### src/rtl/evt_vec_pkg.sv
package evt_vec_pkg;

    localparam int N_EVT  = 7;
    localparam int DATA_W = 16;
    localparam int ADDR_W = 2;
    localparam int CODE_W = $clog2(N_EVT + 1);

    // event index = mask bit position; vector code = index + 1
    localparam int EV_ARB   = 0;
    localparam int EV_NACK  = 1;
    localparam int EV_ARDY  = 2;
    localparam int EV_RXRDY = 3;
    localparam int EV_TXRDY = 4;
    localparam int EV_STOP  = 5;
    localparam int EV_SLV   = 6;

    // status word bit positions
    localparam int ST_ARB    = 0;
    localparam int ST_NACK   = 1;
    localparam int ST_ARDY   = 2;
    localparam int ST_STOP   = 5;
    localparam int ST_RXFULL = 11;
    localparam int ST_BUSY   = 12;

    typedef logic [N_EVT-1:0]  evt_vec_t;
    typedef logic [CODE_W-1:0] code_t;
    typedef logic [DATA_W-1:0] word_t;

    typedef enum logic [ADDR_W-1:0] {
        A_MASK = 2'd0,
        A_STAT = 2'd1,
        A_VEC  = 2'd2,
        A_RSVD = 2'd3
    } reg_addr_e;

    typedef struct packed {
        logic      we;
        logic      re;
        reg_addr_e addr;
        word_t     wdata;
    } reg_req_t;

    // isolate the lowest set bit
    function automatic evt_vec_t lowest_onehot(evt_vec_t v);
        evt_vec_t neg;
        neg = ~v + evt_vec_t'(1);
        return v & neg;
    endfunction

    function automatic code_t onehot_to_code(evt_vec_t oh);
        code_t c;
        c = '0;
        for (int i = 0; i < N_EVT; i++) begin
            if (oh[i]) c = code_t'(i + 1);
        end
        return c;
    endfunction

    function automatic word_t pack_status(evt_vec_t pend, logic rxfull, logic busy);
        word_t s;
        s            = '0;
        s[ST_ARB]    = pend[EV_ARB];
        s[ST_NACK]   = pend[EV_NACK];
        s[ST_ARDY]   = pend[EV_ARDY];
        s[ST_STOP]   = pend[EV_STOP];
        s[ST_RXFULL] = rxfull;
        s[ST_BUSY]   = busy;
        return s;
    endfunction

endpackage

### src/rtl/evt_flag_bank.sv
module evt_flag_bank
    import evt_vec_pkg::*;
(
    input  logic     clk,
    input  logic     rst,
    input  evt_vec_t set_i,
    input  evt_vec_t clr_i,
    output evt_vec_t pend_o
);

    evt_vec_t pend_q;

    // set has priority over clear
    always_ff @(posedge clk) begin
        if (rst) pend_q <= '0;
        else     pend_q <= (pend_q & ~clr_i) | set_i;
    end

    assign pend_o = pend_q;

    for (genvar g = 0; g < N_EVT; g++) begin : g_chk
        AST_SET_WINS: assert property (@(posedge clk) disable iff (rst)
            set_i[g] |=> pend_o[g]);
        AST_CLEAR_TAKES: assert property (@(posedge clk) disable iff (rst)
            (clr_i[g] && !set_i[g]) |=> !pend_o[g]);
        AST_FLAG_HOLDS: assert property (@(posedge clk) disable iff (rst)
            (!clr_i[g] && !set_i[g]) |=> $stable(pend_o[g]));
    end

endmodule

### src/rtl/evt_prio_sel.sv
module evt_prio_sel
    import evt_vec_pkg::*;
(
    input  evt_vec_t pend_i,
    input  evt_vec_t mask_i,
    output evt_vec_t grant_o,
    output code_t    code_o
);

    evt_vec_t live;

    always_comb begin
        live    = pend_i & mask_i;
        grant_o = lowest_onehot(live);
        code_o  = onehot_to_code(grant_o);
    end

endmodule

### src/rtl/evt_reg_port.sv
module evt_reg_port
    import evt_vec_pkg::*;
(
    input  logic     clk,
    input  logic     rst,
    input  reg_req_t req_i,
    input  evt_vec_t grant_i,
    input  code_t    code_i,
    input  word_t    status_i,
    output evt_vec_t mask_o,
    output evt_vec_t clr_o,
    output word_t    rdata_o
);

    logic     wr_mask, wr_stat, rd_vec;
    evt_vec_t mask_q;
    word_t    rd_mux;
    word_t    rdata_q;
    logic     unused_wdata_hi;

    assign wr_mask = req_i.we && (req_i.addr == A_MASK);
    assign wr_stat = req_i.we && (req_i.addr == A_STAT);
    assign rd_vec  = req_i.re && (req_i.addr == A_VEC);
    assign unused_wdata_hi = ^req_i.wdata[DATA_W-1:N_EVT];

    always_ff @(posedge clk) begin
        if (rst)          mask_q <= '0;
        else if (wr_mask) mask_q <= req_i.wdata[N_EVT-1:0];
    end

    // clear requests: vector read retires granted event; W1C on two status bits
    always_comb begin
        clr_o = '0;
        if (rd_vec) clr_o = clr_o | grant_i;
        if (wr_stat) begin
            clr_o[EV_ARDY] = clr_o[EV_ARDY] | req_i.wdata[ST_ARDY];
            clr_o[EV_STOP] = clr_o[EV_STOP] | req_i.wdata[ST_STOP];
        end
    end

    always_comb begin
        unique case (req_i.addr)
            A_MASK:  rd_mux = word_t'(mask_q);
            A_STAT:  rd_mux = status_i;
            A_VEC:   rd_mux = word_t'(code_i);
            default: rd_mux = '0;
        endcase
    end

    always_ff @(posedge clk) begin
        if (rst)           rdata_q <= '0;
        else if (req_i.re) rdata_q <= rd_mux;
        else               rdata_q <= '0;
    end

    assign mask_o  = mask_q;
    assign rdata_o = rdata_q;

    AST_RDATA_QUIET: assert property (@(posedge clk) disable iff (rst)
        !req_i.re |=> (rdata_o == '0));
    AST_MASK_LOADS: assert property (@(posedge clk) disable iff (rst)
        wr_mask |=> (mask_o == $past(req_i.wdata[N_EVT-1:0])));
    AST_MASK_KEEPS: assert property (@(posedge clk) disable iff (rst)
        !wr_mask |=> $stable(mask_o));

endmodule

### src/rtl/evt_vector_unit.sv
module evt_vector_unit
    import evt_vec_pkg::*;
(
    input  logic        clk,
    input  logic        rst,
    input  logic [1:0]  reg_addr,
    input  logic [15:0] reg_wdata,
    input  logic        reg_we,
    input  logic        reg_re,
    output logic [15:0] reg_rdata,
    input  logic [6:0]  evt_pulse,
    input  logic        rx_full_i,
    input  logic        bus_busy_i,
    output logic        irq_o
);

    reg_req_t req;
    evt_vec_t pend, mask, grant, clr;
    code_t    code;
    word_t    status;

    always_comb begin
        req.we    = reg_we;
        req.re    = reg_re;
        req.addr  = reg_addr_e'(reg_addr);
        req.wdata = reg_wdata;
    end

    evt_flag_bank u_flags (
        .clk    (clk),
        .rst    (rst),
        .set_i  (evt_pulse),
        .clr_i  (clr),
        .pend_o (pend)
    );

    evt_prio_sel u_sel (
        .pend_i  (pend),
        .mask_i  (mask),
        .grant_o (grant),
        .code_o  (code)
    );

    assign status = pack_status(pend, rx_full_i, bus_busy_i);

    evt_reg_port u_port (
        .clk      (clk),
        .rst      (rst),
        .req_i    (req),
        .grant_i  (grant),
        .code_i   (code),
        .status_i (status),
        .mask_o   (mask),
        .clr_o    (clr),
        .rdata_o  (reg_rdata)
    );

    assign irq_o = |(pend & mask);

    AST_IRQ_CODE_AGREE: assert property (@(posedge clk) disable iff (rst)
        irq_o == (code != '0));
    AST_GRANT_ONEHOT: assert property (@(posedge clk) disable iff (rst)
        $onehot0(grant));
    AST_GRANT_ENABLED: assert property (@(posedge clk) disable iff (rst)
        (grant & ~mask) == '0);
    AST_GRANT_PENDING: assert property (@(posedge clk) disable iff (rst)
        (grant & ~pend) == '0);

endmodule

### config.mk
export PLATFORM = sky130hd
export DESIGN_NAME = evt_vector_unit
export DESIGN_NICKNAME = d
export VERILOG_FILES = /design/src/rtl/evt_vec_pkg.sv /design/src/rtl/evt_flag_bank.sv /design/src/rtl/evt_prio_sel.sv /design/src/rtl/evt_reg_port.sv /design/src/rtl/evt_vector_unit.sv
export SDC_FILE = /design/constraint.sdc
export NUM_CORES = 1
export LEC_CHECK = 0
export BUFFER_PORTS_ARGS = -buffer_cell sky130_fd_sc_hd__buf_2
export CAP_MARGIN = 20
export CORE_UTILIZATION = 35
export CTS_BUF_LIST = sky130_fd_sc_hd__clkbuf_8
export CTS_CLUSTER_SIZE = 30
export DETAILED_ROUTE_END_ITERATION = 7
export GPL_ROUTABILITY_DRIVEN = 0
export HOLD_SLACK_MARGIN = 0.15
export SETUP_SLACK_MARGIN = 0.15
export SYNTH_ARGS = -nofsm -noshare
export SYNTH_HDL_FRONTEND = slang
export SYNTH_HIERARCHICAL = 1
export SYNTH_SLANG_ARGS = --single-unit
export TNS_END_PERCENT = 100
### constraint.sdc
create_clock -name clk -period 1.4 [get_ports clk]
set_input_delay 0.28 -clock clk [delete_from_list [all_inputs] [get_ports clk]]
set_output_delay 0.28 -clock clk [all_outputs]
set_load 0.005 [all_outputs]
==> flow_summary.ini, run 1 <==
[drt]
first_iter_violations = 76
via_count = 1277
detail_route.vias_per_cell = 4.801
ant_nets = 0
wl_um = 3590
firstDrtPassIters = 4
routedWlPerCell_um = 13.50
route.detailed.drc = 0

[die]
row_count = 22
io_pins = 48
die_area_mm2 = 0.004224
core-area_mm2 = 0.003744
die_h_um = 64.99
start_util_pct = 37.10
die_w_um = 64.99

[final_layout]
num-fill-cells = 365
num_antenna_cells = 0
final_cell_mix = buf_2, buf_4, dfxtp_1
fin_util_pct = 54.71
drive_above_1_share_pct = 48.62
layout.nets = 249
layout_commonest_cell = buf_2
area_delta_synth_final_pct = 47.48

[critical_path]
cp_top_family = compound AO/OA/AOI/OAI gates
cp.arrival_ns = 1.21
critPathMaxFanout = 2
slowest_delay_ns = 0.35
worstSetupPathType = register to output pin
cp.required_ns = 1.12
end_kind = output pin
path_buf_inv = 1
cp_slowest_cell = a222oi_1
startpoint_type = register
cp_cell_sequence = a222oi_1 -> nand3_1 -> buf_2

[timing]
max_freq_mhz = 672.9
rsz0062_at_grt = yes
fin_crit_sh_pct = 106.2
setup_viol = 1
slew_violations = 0
fin_ws_ns = -0.08612
min_period_ns = 1.486
hold_viol_final = 0
fin_skew_ns = 0.003095

[clocking]
cts_buffers = 5
clkLatencyLatePin_ns = 0.28
clkSlewWorstSetupHoldPaths_ns = 0.06
root_buffer = clkbuf_8
cts-htree-levels = 2
hold_buffers = 0
cts_buffer_depth = 2
cts_sinks = 30
cts_tree = built

[pwr]
p_sw_share_pct = 22.62
pwr-share-comb_pct = 12.8
p_leak_nw = 0.9539
seq_power_share_pct = 44.4
clkPwrFrac_pct = 42.8
total_power_mw = 2.045
power.switching_uw = 462.7
p_per_area_mw_per_mm2 = 998.6
p_int_mw = 1.583
vdd_drop_max_v = 0.0005866

[placed_design]
place.port_buffers = 38
hpwl_um = 2516

[grt]
grt_max_degree = 15
grt_pass1_vias = 1253
grt_remaining_overflow = 0
grt_pass1_wl_um = 5368
grt_usage_pct = 17.32
antenna_found_initial = 0

[synth]
synth-edff-count = 0
synth_seq_area_share_pct = 43.24
ys_types = 33
ys_seq_elements = 30
synth_area_mm2 = 0.001389
syn_inst = 148
syn_area_per_cell_um2 = 9.384
yosysWarnings = 6
ys.flop_type = dfxtp_1
async_flop_share_pct = 0

[outcome]
status = complete, but fails checks
violations = setup timing

[min_path]
hold_path_class = input port to register

[flow_run]
maxCapViolCount = 0
==> cells by family (layout without fill, tap and decap cells) <==
kind of cell	Yosys count	in the layout	synth area share [%]
other	1	10	0.2700
flip-flops	30	30	43.24
AND/OR/NAND/NOR	68	68	31.89
buffers and inverters	13	74	4.955
multiplexers	4	4	2.883
AO/OA/AOI/OAI	32	32	16.76
==> power groups by stage <==
stage / Clock (mW) / Combinational (mW) / Sequential (mW)
floorplan: 0 / 0.110 / 0.936
global placement: 0 / 0.206 / 0.930
detailed placement: 0 / 0.211 / 0.933
CTS: 0.900 / 0.231 / 0.908
global route: 0.930 / 0.285 / 0.911
finish: 0.875 / 0.262 / 0.909
==> layout make-up <==
type | instances | area [um2] | area share [%]
Timing Repair Buffer | 59 | 351.6 | 17.17
Tap cell | 48 | 60.06 | 2.932
Clock buffer | 6 | 82.58 | 4.032
Clock inverter | 1 | 30.03 | 1.466
Multi-Input combinational cell | 114 | 863.3 | 42.15
Sequential cell | 30 | 625.6 | 30.54
Inverter | 8 | 35.03 | 1.710
==> sequential cells by signal, summed over array words and instances, names as in the netlist <==
register,cells
u_port/mask_o,7
u_port/rdata_o,16
u_flags/pend_o,7
==> per-layer routing <==
metal	routed length, um	GRT usage (%)
met1	1404	18.41
met2	1925	31.25
met3	138	3.345
met4	122	10.28
met5	0	0
==> timing repair <==
action,4_1_cts,5_1_grt
buffers inserted,6,2
resized for setup,17,24
pin swaps,11,13
setup endpoints to repair,7,9
==> metrics by stage <==
stage | instance area, um2 | setup slack (ns) | hold slack (ns) | cells | setup TNS [ns]
after global placement | 1732 | 0.07918 | 0.4800 | 251 | 0
after floorplan | 1423 | 0.1532 | 0.3491 | 157 | 0
after CTS | 1931 | -0.07513 | 0.1983 | 264 | -0.07513
after detailed placement | 1732 | 0.05344 | 0.4893 | 251 | 0
after global routing | 2048 | -0.1373 | 0.2087 | 266 | -0.2846
final | 2048 | -0.08612 | 0.2052 | 266 | -0.08612
==> synthesized netlist by cell type, types with 2 or more instances <==
library cell | number | area [um2]
buf_6 | 2 | 22.52
mux2i_1 | 4 | 40.04
nand2_1 | 21 | 78.83
nand2b_1 | 3 | 18.77
inv_1 | 7 | 26.28
a211oi_1 | 6 | 45.04
a22oi_1 | 2 | 15.01
and2_1 | 14 | 87.58
nor2_1 | 5 | 18.77
nor3b_2 | 2 | 25.02
nand2b_4 | 8 | 110.1
nor3_1 | 4 | 20.02
nor2b_1 | 3 | 18.77
a21oi_1 | 14 | 70.07
nand3_1 | 4 | 20.02
dfxtp_1 | 30 | 600.6
a22o_1 | 2 | 17.52
and3b_1 | 2 | 17.52
==> path summary, 6_finish.rpt <==
path,start,end,slack [ns],cells past startpoint
max,u_port/mask_o[0],irq_o,-0.09,3
min,rx_full_i,u_port/rdata_o[11],0.21,2
max reg2reg,u_port/mask_o[3],u_port/rdata_o[1],0.01,5
min reg2reg,u_flags/pend_o[6],u_flags/pend_o[6],0.50,2
(Power assumes the default switching activity.)
==> inputs of run 2 (changes only) <==
--- a/config.mk
+++ b/config.mk
@@ -16,6 +16,5 @@
 export SETUP_SLACK_MARGIN = 0.15
 export SYNTH_ARGS = -nofsm -noshare
 export SYNTH_HDL_FRONTEND = slang
-export SYNTH_HIERARCHICAL = 1
 export SYNTH_SLANG_ARGS = --single-unit
 export TNS_END_PERCENT = 100
==> flow_summary.ini, run 2 <==
[die]
row_count = 19
die_w_um = 57.00
io_pins = 48
die_h_um = 57.00
core-area_mm2 = 0.002805
die_area_mm2 = 0.003248
start_util_pct = 37.73

[grt]
antenna_found_initial = 0
grt_pass1_wl_um = 3815
grt_pass1_vias = 901
grt_usage_pct = 15.14
grt_max_degree = 16
grt_remaining_overflow = 0

[timing]
setup_viol = 1
fin_skew_ns = 0.003790
hold_viol_final = 0
fin_ws_ns = -0.1312
rsz0062_at_grt = yes
min_period_ns = 1.531
fin_crit_sh_pct = 109.4
hold_ws_ns = 0.2289
slew_violations = 0
max_freq_mhz = 653.1

[drt]
dr_wl_met3_um = 126
met2_length_um = 1122
ant_nets = 0
wl_um = 2294
route.detailed.drc = 8
routedWlPerCell_um = 12.14
via_count = 942
routed.top_layer = met4
first_iter_violations = 25
drt-met1-wl_um = 985
detail_route.vias_per_cell = 4.984
firstDrtPassIters = 6

[placed_design]
place.port_buffers = 31
placed_area_mm2 = 0.001244
hpwl_um = 1740

[min_path]
hold_path_class = input port to register

[clocking]
cts_sinks = 23
cts_buffers = 3
root_buffer = clkbuf_8
clkSlewWorstSetupHoldPaths_ns = 0.07
cts_buffer_depth = 2
cts-htree-levels = 1
clkLatencyLatePin_ns = 0.26
cts_tree = built

[synth]
synth-edff-count = 0
ys_seq_elements = 23
syn_area_per_cell_um2 = 8.895
synth_seq_area_share_pct = 43.50
netlist.top_cell.by_area = dfxtp_1
syn_inst = 119
ys.flop_type = dfxtp_1
ys_types = 32
synthTopCellsByCount = dfxtp_1, nor2_1, nand2_1, mux2i_1, buf_4
yosysWarnings = 0
synth_area_mm2 = 0.001059
async_flop_share_pct = 0
synth_top_area_share_pct = 43.50
ys_top_cells_by_area = dfxtp_1, mux2i_1, buf_4, nor2_1, nand2_1
synth_most_common_cell = dfxtp_1

[outcome]
violations = DRC, setup timing
status = complete, but fails checks

[critical_path]
critPathMaxFanout = 2
startpoint_type = register
cp.required_ns = 1.12
worstSetupPathType = register to output pin
cp.arrival_ns = 1.25
end_kind = output pin

[final_layout]
area_delta_synth_final_pct = 26.12
largest_register_ffs = 9
final_cell_mix = buf_2, dfxtp_1, nor2_1
layout_commonest_cell = buf_2
layout.nets = 190
stdcell_area_mm2 = 0.001335
num_antenna_cells = 0
num-fill-cells = 287
drive_above_1_share_pct = 36.71

[pwr]
p_per_area_mw_per_mm2 = 941.5
vdd_drop_max_v = 0.0002993
p_leak_nw = 0.6455

[flow_run]
maxCapViolCount = 0
-- run 2: changes by cell type in the layout (fill, tap and decap cells not counted), moves of 4 or more --
| cell | previous run | this run |
|---|---|---|
| a211oi_1 | 4 | 0 |
| a21oi_1 | 10 | 6 |
| dfxtp_4 | 5 | 0 |
| buf_4 | 20 | 10 |
| mux2i_1 | 4 | 10 |
| buf_2 | 38 | 31 |
| dfxtp_1 | 20 | 16 |
| nand2_1 | 19 | 11 |
| nor2_1 | 1 | 15 |
| a21oi_2 | 5 | 1 |
| and2_1 | 14 | 2 |
| nand2b_4 | 8 | 0 |
-- run 2: cell type report --
cell class	count	area [um2]	area share, %
timing repair buffer	41	230.2	17.24
tap	31	38.79	2.905
clock inverter	1	3.754	0.2812
clock buffer	3	41.29	3.093
inverter	3	11.26	0.8435
sequential	23	469.2	35.15
multi-input combinational	87	540.5	40.49
-- run 2: timing repair --
item / in CTS / in global routing
setup buffers: 0 / 2
resized for setup: 4 / 9
endpoints found under the setup margin: 2 / 5
hold buffers: 0 / 0
pin swaps: 2 / 0
-- run 2: worst max-delay path, stage by stage (launching register included) --
cell and delay, ns:
dfxtp_2 0.33, a22oi_2 0.19, nand2_1 0.11, a21oi_2 0.13
nand3_1 0.09, buf_2 0.15
-- run 2: final timing paths --
kind	startpoint	endpoint	slack, ns	depth (start not counted)
worst max-delay path	u_port.mask_o[3]	irq_o	-0.13	5
worst min register to register	u_flags.pend_o[5]	u_flags.pend_o[5]	0.53	2
worst max register to register	u_flags.pend_o[1]	u_flags.pend_o[4]	0.14	5
worst min-delay path	evt_pulse[0]	u_flags.pend_o[0]	0.23	3
-- run 2: cells by family after synthesis --
| group | count (synthesis) | share of synthesized area [%] |
|---|---|---|
| AO/OA/AOI/OAI | 14 | 9.812 |
| flip-flops | 23 | 43.50 |
| buffers and inverters | 15 | 9.692 |
| multiplexers | 10 | 9.457 |
| AND/OR/NAND/NOR | 56 | 27.19 |
| other | 1 | 0.3543 |
-- run 2: per-stage QoR --
step           instances  setup WS, ns  power, mW  util (%)  setup TNS (ns)
5_1_grt              189       -0.2166      1.319     47.59         -0.2166
6_report             189       -0.1312      1.257     47.59         -0.1312
3_5_place_dp         183       0.07023     0.8662     44.34               0
3_3_place_gp         183       0.07092     0.8612     44.34               0
4_1_cts              187       -0.1332      1.263     46.52         -0.1332
2_1_floorplan        125        0.2374     0.8144         -               0
-- run 2: metal layers --
layer,global-route usage [%],vias up
met5,0,-
met4,6.969,0
met3,2.948,7
met2,26.55,32
met1,17.80,427
li1,-,476
-- run 2: power breakdown --
group	switching [mW]	internal, mW	total [mW]
sequential	0.0254	0.682	0.707
clock	0.200	0.196	0.395
combinational	0.0775	0.0768	0.154
==> inputs of run 3 (changes only) <==
--- a/config.mk
+++ b/config.mk
@@ -5,16 +5,18 @@
 export SDC_FILE = /design/constraint.sdc
 export NUM_CORES = 1
 export LEC_CHECK = 0
+export ABC_AREA = 1
 export BUFFER_PORTS_ARGS = -buffer_cell sky130_fd_sc_hd__buf_2
 export CAP_MARGIN = 20
 export CORE_UTILIZATION = 35
 export CTS_BUF_LIST = sky130_fd_sc_hd__clkbuf_8
-export CTS_CLUSTER_SIZE = 30
+export CTS_CLUSTER_SIZE = 28
 export DETAILED_ROUTE_END_ITERATION = 7
 export GPL_ROUTABILITY_DRIVEN = 0
 export HOLD_SLACK_MARGIN = 0.15
 export SETUP_SLACK_MARGIN = 0.15
 export SYNTH_ARGS = -nofsm -noshare
 export SYNTH_HDL_FRONTEND = slang
+export SYNTH_HIERARCHICAL = 1
 export SYNTH_SLANG_ARGS = --single-unit
 export TNS_END_PERCENT = 100
==> flow_summary.ini, run 3 <==
[timing]
min_period_ns = 1.360
slew_violations = 0
rsz0062_at_grt = yes
fin_skew_ns = 0.003968
fin_setup_tns_ns = 0
hold_viol_final = 0
fin_crit_sh_pct = 97.16
max_freq_mhz = 735.1
fin_ws_ns = 0.03971
hold_ws_ns = 0.2345
setup_viol = 0

[critical_path]
end_kind = output pin
slowest_delay_ns = 0.32
startpoint_type = register
worstSetupPathType = register to output pin
path_buf_inv = 2
cp.arrival_ns = 1.08
cp_cell_sequence = buf_6 -> nand2_4 -> nand2_2 -> nor2_2 -> nand2_1 -> buf_2
cp.required_ns = 1.12
critPathMaxFanout = 2
cp_slowest_cell = dfxtp_2
cp_top_family = flip-flops

[clocking]
cts_buffer_depth = 2
cts_buffers = 5
clkSlewWorstSetupHoldPaths_ns = 0.07
root_buffer = clkbuf_8
cts-htree-levels = 2
cts_tree = built
cts_sinks = 30
clkLatencyLatePin_ns = 0.27

[grt]
grt_remaining_overflow = 0
grt_pass1_vias = 1237
antenna_found_initial = 0
grt_usage_pct = 16.84
grt_pass1_wl_um = 5485
grt_max_degree = 15

[pwr]
vdd_drop_max_v = 0.0006367
p_leak_nw = 1.081
clkPwrFrac_pct = 38.3
seq_power_share_pct = 48.6
p_per_area_mw_per_mm2 = 972.6
pwr-share-comb_pct = 13.1
p_int_mw = 1.396
p_sw_share_pct = 25.93
power.switching_uw = 488.8

[outcome]
status = completed

[synth]
synth_area_mm2 = 0.001425
async_flop_share_pct = 0
ys_types = 19
ys_seq_elements = 30
ys_top_cells_by_area = dfxtp_1, nand2_1, inv_1, nor2_1, nand3_1
syn_area_per_cell_um2 = 6.507
syn_inst = 219
synthTopCellsByCount = nand2_1, inv_1, nor2_1, dfxtp_1, nand3_1
yosysWarnings = 6
synth_most_common_cell = nand2_1
synth-edff-count = 0
synth_top_area_share_pct = 42.14
synth_seq_area_share_pct = 42.14
ys.flop_type = dfxtp_1
netlist.top_cell.by_area = dfxtp_1

[die]
io_pins = 48
start_util_pct = 37.79
row_count = 22
core-area_mm2 = 0.003771
die_area_mm2 = 0.004331
die_h_um = 65.81
die_w_um = 65.81

[drt]
wl_um = 3206
via_count = 1372
routedWlPerCell_um = 9.628
first_iter_violations = 80
route.detailed.drc = 0
detail_route.vias_per_cell = 4.120
ant_nets = 0
firstDrtPassIters = 4

[final_layout]
layout.nets = 315
num-fill-cells = 400
layout.cells.non_filler = 333
area_delta_synth_final_pct = 36.00
num_antenna_cells = 0
largest_register_ffs = 16
final_cell_mix = nand2_1, inv_1, buf_2
layout_commonest_cell = nand2_1
final-seq-area_um2 = 606.8
multiInputGateArea_um2 = 693.2
drive_above_1_share_pct = 30.88

[placed_design]
place.port_buffers = 38
pre_cts_ws_ns = 0.1279
hpwl_um = 2391
dp_cells = 321

[min_path]
hold_path_class = input port to register

[flow_run]
maxCapViolCount = 0
run 3: cell types whose count changed in the layout (fill, tap and decap cells not counted), sizes merged, moves of 7 or more:
cell / previous run / this run
nand3: 6 / 21
buf: 41 / 54
nor2: 16 / 40
dfxtp: 23 / 30
nand2: 12 / 63
inv: 4 / 43
mux2i: 10 / 0
run 3: cell families after synthesis:
group / count (synthesis) / share of synthesized area (%)
other: 1 / 0.2631
flip-flops: 30 / 42.14
buffers and inverters: 48 / 13.34
AND/OR/NAND/NOR: 126 / 39.33
AO/OA/AOI/OAI: 14 / 4.916
run 3: cell type report:
type	count	share of cell area, %
clock buffers	6	4.261
well taps	48	3.099
flip-flops and latches	30	31.31
inverters	43	8.328
multi-input cells	150	35.76
repair buffers	54	16.59
clock inverters	2	0.6456
run 3: through the flow:
step | util, % | area, um2 | power, mW
2_1_floorplan | - | 1459 | 1.065
3_3_place_gp | 46.95 | 1770 | 1.160
3_5_place_dp | 46.95 | 1770 | 1.162
4_1_cts | 50.93 | 1921 | 1.905
5_1_grt | 51.39 | 1938 | 1.990
6_report | 51.39 | 1938 | 1.885
run 3: what timing repair did:
action | 4_1_cts | 5_1_grt
buffers inserted | 4 | 0
endpoints found under the setup margin | 1 | 9
resized for setup | 10 | 6
pin swaps | 4 | 2
endpoints found under the hold margin | 0 | 0
hold buffers | 0 | 0
run 3: power by group through the flow:
stage / clock network [mW] / registers (mW) / logic [mW]
floorplan: 0 / 0.929 / 0.136
global placement: 0 / 0.932 / 0.228
detailed placement: 0 / 0.932 / 0.230
CTS: 0.746 / 0.914 / 0.245
global route: 0.787 / 0.920 / 0.283
finish: 0.721 / 0.916 / 0.248
run 3: path summary, 6_finish.rpt:
path	slack, ns	endpoint	from	cells after the start
worst min-delay path	0.23	u_flags/pend_o[0]	evt_pulse[0]	3
worst min register to register	0.48	u_flags/pend_o[4]	u_flags/pend_o[4]	2
worst max register to register	0.11	u_flags/pend_o[6]	u_port/mask_o[0]	11
worst max-delay path	0.04	irq_o	u_port/mask_o[0]	6
run 3: routing by layer:
metal / vias to the layer above / GRT usage, % / part of all wire [%]
met5: - / 0 / 0
met4: 0 / 6.793 / 0.84
met3: 2 / 3.966 / 4.5
met2: 29 / 25.26 / 45
met1: 573 / 22.96 / 50
li1: 768 / - / -
run 3: worst register-to-register path, stage by stage, from the launching register on:
cell     delay, ns
dfxtp_2       0.32
buf_4         0.13
nand2_2       0.09
nand2_4       0.10
nor2_8        0.13
nand2_2       0.08
inv_1         0.06
inv_1         0.03
nor2_1        0.09
inv_1         0.05
nand2_1       0.05
a21oi_1       0.05
